## src/rtl/lut_slice_pkg.sv

```systemverilog
package lut_slice_pkg;
  localparam int SLICE_BITS = 2;

  typedef enum logic [1:0] {
    MODE_DUAL4   = 2'b00,
    MODE_FUSE5   = 2'b01,
    MODE_RAM16X2 = 2'b10,
    MODE_RAM32X1 = 2'b11
  } slice_mode_e;

  // carry mux: pass carry when propagating, else take data input
  function automatic logic carry_step(input logic prop, input logic c_in, input logic di);
    return prop ? c_in : di;
  endfunction

  function automatic logic sum_step(input logic prop, input logic c_in);
    return prop ^ c_in;
  endfunction

  function automatic logic tbl_pick(input logic hi, input logic lo_bit, input logic hi_bit);
    return hi ? hi_bit : lo_bit;
  endfunction
endpackage

```

## src/rtl/lut_cfg_chain.sv

```systemverilog
module lut_cfg_chain
  import lut_slice_pkg::*;
#(
  parameter int LUT_INPUTS = 4
) (
  input  logic                         clk,
  input  logic                         rst,
  input  logic                         cfg_en,
  input  logic                         cfg_din,
  input  logic                         wr_en,
  input  logic [LUT_INPUTS-1:0]        wr_addr,
  input  logic                         wr_hi,
  input  logic [1:0]                   wr_data,
  output logic [(1<<LUT_INPUTS)-1:0]   tbl_a,
  output logic [(1<<LUT_INPUTS)-1:0]   tbl_b,
  output slice_mode_e                  mode,
  output logic [1:0]                   reg_sel,
  output logic                         arith
);
  localparam int DEPTH     = 1 << LUT_INPUTS;
  localparam int MODE_LSB  = 2 * DEPTH;
  localparam int RSEL_LSB  = MODE_LSB + 2;
  localparam int ARITH_BIT = RSEL_LSB + 2;
  localparam int CHAIN_LEN = ARITH_BIT + 1;

  logic [CHAIN_LEN-1:0] chain;
  logic we_a, we_b, bit_a, bit_b;

  assign tbl_a   = chain[DEPTH-1:0];
  assign tbl_b   = chain[2*DEPTH-1:DEPTH];
  assign mode    = slice_mode_e'(chain[MODE_LSB +: 2]);
  assign reg_sel = chain[RSEL_LSB +: 2];
  assign arith   = chain[ARITH_BIT];

  // write decode: only RAM modes, never while shifting
  always_comb begin
    we_a  = 1'b0;
    we_b  = 1'b0;
    bit_a = wr_data[0];
    bit_b = wr_data[0];
    if (!cfg_en && wr_en) begin
      case (mode)
        MODE_RAM16X2: begin
          we_a  = 1'b1;
          we_b  = 1'b1;
          bit_b = wr_data[1];
        end
        MODE_RAM32X1: begin
          we_a = !wr_hi;
          we_b = wr_hi;
        end
        default: ;
      endcase
    end
  end

  always_ff @(posedge clk) begin
    if (cfg_en) begin
      chain <= {cfg_din, chain[CHAIN_LEN-1:1]};
    end else begin
      for (int i = 0; i < DEPTH; i++) begin
        if (we_a && wr_addr == LUT_INPUTS'(i)) chain[i] <= bit_a;
        if (we_b && wr_addr == LUT_INPUTS'(i)) chain[DEPTH+i] <= bit_b;
      end
    end
  end

  p_shift_in_r1: assert property (@(posedge clk) disable iff (rst)
    cfg_en |=> chain[CHAIN_LEN-1] == $past(cfg_din));

  p_logic_no_write_r6: assert property (@(posedge clk) disable iff (rst)
    (!cfg_en && !mode[1]) |=> $stable(chain));

  p_ram16_write_r4: assert property (@(posedge clk) disable iff (rst)
    (!cfg_en && wr_en && mode == MODE_RAM16X2) |=>
      (tbl_a[$past(wr_addr)] == $past(wr_data[0])) &&
      (tbl_b[$past(wr_addr)] == $past(wr_data[1])));

  p_ram32_write_r5: assert property (@(posedge clk) disable iff (rst)
    (!cfg_en && wr_en && mode == MODE_RAM32X1 && wr_hi) |=>
      (tbl_b[$past(wr_addr)] == $past(wr_data[0])) && $stable(tbl_a));
endmodule

```

## src/rtl/lut_read.sv

```systemverilog
module lut_read #(
  parameter int LUT_INPUTS = 4
) (
  input  logic [(1<<LUT_INPUTS)-1:0] tbl_a,
  input  logic [(1<<LUT_INPUTS)-1:0] tbl_b,
  input  logic [LUT_INPUTS-1:0]      a_in,
  input  logic [LUT_INPUTS-1:0]      b_in,
  output logic [1:0]                 prop,
  output logic                       hi_at_a
);
  // asynchronous table reads
  assign prop[0] = tbl_a[a_in];
  assign prop[1] = tbl_b[b_in];
  assign hi_at_a = tbl_b[a_in];
endmodule

```

## src/rtl/lut_carry_chain.sv

```systemverilog
module lut_carry_chain
  import lut_slice_pkg::*;
#(
  parameter int BITS = SLICE_BITS
) (
  input  logic            clk,
  input  logic            rst,
  input  logic            cin,
  input  logic [BITS-1:0] prop,
  input  logic [BITS-1:0] di,
  output logic [BITS-1:0] sum,
  output logic            cout
);
  logic [BITS:0] carry;

  assign carry[0] = cin;
  for (genvar g = 0; g < BITS; g++) begin : g_bit
    assign carry[g+1] = carry_step(prop[g], carry[g], di[g]);
    assign sum[g]     = sum_step(prop[g], carry[g]);
  end
  assign cout = carry[BITS];

  p_carry_pass_r7: assert property (@(posedge clk) disable iff (rst)
    (&prop) |-> cout == cin);

  p_carry_kill_r7: assert property (@(posedge clk) disable iff (rst)
    (~|prop) |-> cout == di[BITS-1]);
endmodule

```

## src/rtl/lut_out_stage.sv

```systemverilog
module lut_out_stage
  import lut_slice_pkg::*;
(
  input  logic        clk,
  input  logic        rst,
  input  slice_mode_e mode,
  input  logic        arith,
  input  logic [1:0]  reg_sel,
  input  logic [1:0]  prop,
  input  logic        hi_at_a,
  input  logic        sel5,
  input  logic [1:0]  sum,
  output logic [1:0]  y
);
  logic [1:0] v;
  logic [1:0] q;
  logic       fused;

  assign fused = tbl_pick(sel5, prop[0], hi_at_a);

  always_comb begin
    case (mode)
      MODE_DUAL4:   v = arith ? sum : prop;
      MODE_RAM16X2: v = {hi_at_a, prop[0]};
      default:      v = {fused, fused};
    endcase
  end

  for (genvar g = 0; g < 2; g++) begin : g_out
    always_ff @(posedge clk) begin
      if (rst) q[g] <= 1'b0;
      else     q[g] <= v[g];
    end
    assign y[g] = reg_sel[g] ? q[g] : v[g];
  end

  p_reg_follow_r9: assert property (@(posedge clk) disable iff (rst)
    1'b1 |=> q == $past(v));

  p_fuse_mirror_r3: assert property (@(posedge clk) disable iff (rst)
    (mode == MODE_FUSE5 || mode == MODE_RAM32X1) |-> v[0] == v[1]);
endmodule

```

## src/rtl/lut_slice.sv

```systemverilog
module lut_slice
  import lut_slice_pkg::*;
#(
  parameter int LUT_INPUTS = 4
) (
  input  logic                  clk,
  input  logic                  rst,
  input  logic                  cfg_en,
  input  logic                  cfg_din,
  input  logic [LUT_INPUTS-1:0] a_in,
  input  logic [LUT_INPUTS-1:0] b_in,
  input  logic                  sel5,
  input  logic                  wr_en,
  input  logic [1:0]            wr_data,
  input  logic [1:0]            carry_di,
  input  logic                  cin,
  output logic                  cout,
  output logic [1:0]            y
);
  localparam int DEPTH = 1 << LUT_INPUTS;

  logic [DEPTH-1:0] tbl_a, tbl_b;
  slice_mode_e      mode;
  logic [1:0]       reg_sel;
  logic             arith;
  logic [1:0]       prop;
  logic             hi_at_a;
  logic [1:0]       sum;

  lut_cfg_chain #(.LUT_INPUTS(LUT_INPUTS)) u_chain (
    .clk(clk), .rst(rst), .cfg_en(cfg_en), .cfg_din(cfg_din),
    .wr_en(wr_en), .wr_addr(a_in), .wr_hi(sel5), .wr_data(wr_data),
    .tbl_a(tbl_a), .tbl_b(tbl_b), .mode(mode), .reg_sel(reg_sel), .arith(arith)
  );

  lut_read #(.LUT_INPUTS(LUT_INPUTS)) u_read (
    .tbl_a(tbl_a), .tbl_b(tbl_b), .a_in(a_in), .b_in(b_in),
    .prop(prop), .hi_at_a(hi_at_a)
  );

  lut_carry_chain #(.BITS(SLICE_BITS)) u_carry (
    .clk(clk), .rst(rst), .cin(cin), .prop(prop), .di(carry_di),
    .sum(sum), .cout(cout)
  );

  lut_out_stage u_out (
    .clk(clk), .rst(rst), .mode(mode), .arith(arith), .reg_sel(reg_sel),
    .prop(prop), .hi_at_a(hi_at_a), .sel5(sel5), .sum(sum), .y(y)
  );
endmodule

```

## config.mk

```make
export PLATFORM = sky130hd
export DESIGN_NAME = lut_slice
export DESIGN_NICKNAME = d
export VERILOG_FILES = /design/src/rtl/lut_slice_pkg.sv /design/src/rtl/lut_cfg_chain.sv /design/src/rtl/lut_read.sv /design/src/rtl/lut_carry_chain.sv /design/src/rtl/lut_out_stage.sv /design/src/rtl/lut_slice.sv
export SDC_FILE = /design/constraint.sdc
export NUM_CORES = 1
export LEC_CHECK = 0
export ABC_AREA = 0
export BUFFER_PORTS_ARGS = -buffer_cell sky130_fd_sc_hd__buf_2
export CAP_MARGIN = 20
export CELL_PAD_IN_SITES_DETAIL_PLACEMENT = 2
export CELL_PAD_IN_SITES_GLOBAL_PLACEMENT = 2
export CORE_UTILIZATION = 40
export CTS_CLUSTER_SIZE = 28
export DETAILED_ROUTE_END_ITERATION = 8
export GPL_ROUTABILITY_DRIVEN = 0
export PLACE_DENSITY = 0.86
export SLEW_MARGIN = 20
export SYNTH_ARGS = -nofsm -noshare
export SYNTH_HDL_FRONTEND = slang
export SYNTH_SLANG_ARGS = --single-unit
```

## constraint.sdc

```tcl
create_clock -name clk -period 2.5 [get_ports clk]
set_input_delay 0.125 -clock clk [delete_from_list [all_inputs] [get_ports clk]]
set_output_delay 0.125 -clock clk [all_outputs]
set_load 0.005 [all_outputs]
```

==> results.rst <==
.. list-table::
   :header-rows: 1

   * - Metric
     - Value
   * - Run status
     - finished with violations
   * - Failing checks
     - setup timing
   * - Commonest cells in the netlist
     - nand2_1, edfxtp_1, a21o_1
   * - R2r startpoint
     - u_chain.chain[14]
   * - Yosys synthesis warning count
     - 0
   * - Port-buffer cells
     - 21
   * - Largest net degree at the start of global routing
     - 48
   * - Initial DRT Pass Iterations
     - 6
   * - CORE AREA
     - 5890 µm²
   * - Wire length of the first global-routing pass
     - 11600 µm
   * - DP Worst Slack
     - 0.275 ns
   * - Number of antenna violations at the first check in global routing
     - 0
   * - Count of H-tree levels built during CTS
     - 2
   * - Final instance count without filler cells
     - 319
   * - Synthesized flop and latch total
     - 39
   * - Cells after Synth
     - 218
   * - Die W
     - 80.0 µm
   * - Fin. Hold Viols
     - 0
   * - Netlist area before placement
     - 2440 µm²
   * - Total routing resource utilization after global routing
     - 0.256
   * - Setup crit end kind
     - primary output
   * - Via total after detailed routing
     - 1903
   * - Static leakage
     - 1.22 nW
   * - Worst-Skew Late Latency
     - 0.30 ns
   * - Clock tree from TritonCTS
     - done
   * - # rows
     - 28
   * - # DRC
     - 0
   * - Most frequently used cell type in the post-synthesis netlist
     - nand2_1
   * - Most instantiated flip-flop cell in the synthesis netlist
     - edfxtp_1
   * - Critical path data required time
     - 2.38 ns
   * - R2R depth
     - 6
   * - Sequential cell area in the final layout
     - 1150 µm²
   * - Final critical-path share of the clock period
     - 1.01
   * - Post-synthesis cell type count
     - 34
   * - Antenna cell count
     - 0
   * - Post-synthesis cell type with the largest combined area
     - edfxtp_1
   * - Top area cells in the synthesized netlist
     - edfxtp_1, a21o_1, nand2_1, mux4_2, mux4_1
   * - Setup crit end
     - y[1]
   * - Cells after DPL
     - 305
   * - Max IR drop VDD
     - 0.000287 V
   * - CTS Root Buffer Type
     - clkbuf_8
   * - Layout cell share with drive strength beyond 1
     - 0.262
   * - Net count of the finished layout
     - 262
   * - Critical R2R Capture
     - u_out.q[1]
   * - Share of flip-flops with an asynchronous set or reset
     - 0
   * - Setup-failing EPs final
     - 2
   * - Measured slew at the worst slew-check pin
     - 0.493 ns
   * - Relative slew margins
     - 0.671
   * - Die area
     - 6410 µm²
   * - Routed WL per cell
     - 24.3 µm
   * - Setup repair after global routing missed its margin
     - yes
   * - Antenna-violating nets left
     - 0
   * - PnR worst setup slack
     - -0.0250 ns
   * - Wire length after detailed routing
     - 7740 µm
   * - Pwr/cell area
     - 574 nW/µm²
   * - Vias in the first global route
     - 2015
   * - Fraction of the yosys area taken by sequential cells
     - 0.473
   * - Max-cap check violation count
     - 0
   * - Kind of path behind the tightest hold check
     - in -> reg
   * - Slack of the worst reg-to-reg path
     - 0.41 ns
   * - Clock slew at reported path FFs
     - 0.08 ns
   * - Hpwl dp
     - 5210 µm
   * - Number of enable flip-flop cells after synthesis
     - 37
   * - DRT iter0 DRCs
     - 104
   * - Syn avg cell area
     - 11.2 µm²
   * - Remaining Overflow, GRT
     - 0
   * - Cts bufs inserted
     - 5
   * - Vias per inst
     - 5.97
   * - Maximum fanout along the worst path
     - 5
   * - Final design utilization
     - 0.474
   * - Max clock buf depth
     - 2
   * - Footprint of the multi-input gates
     - 1250 µm²
   * - Number of primary I/O pins
     - 22
   * - Critical Path AT
     - 2.40 ns
   * - Area added between synthesis and finish
     - 14.5%
   * - Fraction of post-synthesis cell area in the top cell type by area
     - 0.456
   * - Launching element of the worst setup path
     - u_chain.chain[14]
   * - Final max-slew violation count
     - 0
   * - Minimum clock period after layout
     - 2.52 ns
   * - Critical Path Source Type
     - register
   * - Setup clock skew after layout
     - 0.00820 ns
   * - Net count after synthesis
     - 237
   * - TritonCTS Sinks
     - 39
   * - Die boundary height
     - 80.0 µm
   * - Filler cell count
     - 595
   * - Achievable Freq
     - 396 MHz
   * - Classification of the worst setup path
     - reg -> out
   * - Starting density of the core
     - 0.414
   * - Hold slack
     - 0.00846 ns
[cells in the final DEF (no fill, tap or decap), types with 2 or more instances in the layout]
cell       n
a21o_1    28
a31o_2     7
buf_2     21
buf_4     11
clkbuf_1   2
clkbuf_8   5
dfxtp_1    2
edfxtp_1  37
inv_1      2
mux2_2     4
mux2i_1    8
mux4_1     4
mux4_2     6
nand2_1   46
nand2b_1   6
nand3_1    2
nor2_1    10
nor2b_1    6
nor3_1     3
o21ai_0    2
o21ai_1    3
o21bai_1  12
[cell families after synthesis]
logic type | count (synthesis) | synth area share
simple gates | 73 | 0.127
compound gates | 63 | 0.205
flops | 39 | 0.473
mux | 24 | 0.159
buf+inv | 18 | 0.0329
xor+xnor | 1 | 0.00360
[where the power goes]
| part | internal [W] | switching (W) |
|---|---|---|
| logic | 0.000163 | 0.000181 |
| clock network | 0.000196 | 0.000239 |
| registers | 0.000778 | 0.0000422 |
| total | 0.00114 | 0.000462 |
[state kept, by name, summed over array words and instances, names as in the netlist]
register,count
u_out.q,2
u_chain.chain,37
[stage by stage]
stage / power, W / TNS [ns] / instance area (µm²)
after floorplan: 0.00102 / 0 / 2440
after global placement: 0.00111 / 0 / 2620
after detailed placement: 0.00113 / 0 / 2620
after CTS: 0.00159 / -0.0218 / 2760
after global routing: 0.00166 / -0.270 / 2790
final: 0.00160 / -0.0387 / 2790
[timing repair]
item,in CTS,in global routing
cloned,0,0
setup endpoints to repair,2,3
resized for setup,5,5
setup buffers,4,1
endpoints found under the hold margin,1,0
pin swaps,0,5
hold buffers,1,0
[worst min-delay path by stage]
stage,from,endpoint,depth (start not counted)
2_1_floorplan,rst,u_out.q[0],1
3_3_place_gp,cfg_din,u_chain.chain[36],1
3_5_place_dp,cfg_din,u_chain.chain[36],1
4_1_cts,rst,u_out.q[0],2
5_1_grt,rst,u_out.q[0],2
6_report,rst,u_out.q[0],2
[critical path, cell delays in order (launching register included)]
cell and delay, ns:
edfxtp_1 0.42, mux4_2 0.52, o22ai_4 0.21, a2bb2oi_4 0.25
buf_4 0.15, o22ai_1 0.12, a22oi_2 0.21, nand2_1 0.07
buf_2 0.13
[layer usage]
metal  GRT usage  wire, µm
met4      0.0821       155
met1       0.312      3210
met3      0.0469       305
met2       0.456      4070
met5           0         0
[layout make-up]
class	instances	share of cell area
well taps	75	0.0336
clock inverters	1	0.00179
multi-input cells	161	0.447
flip-flops and latches	39	0.413
repair buffers	34	0.0749
inverters	2	0.00269
clock buffers	7	0.0274
(Power assumes the default switching activity.)
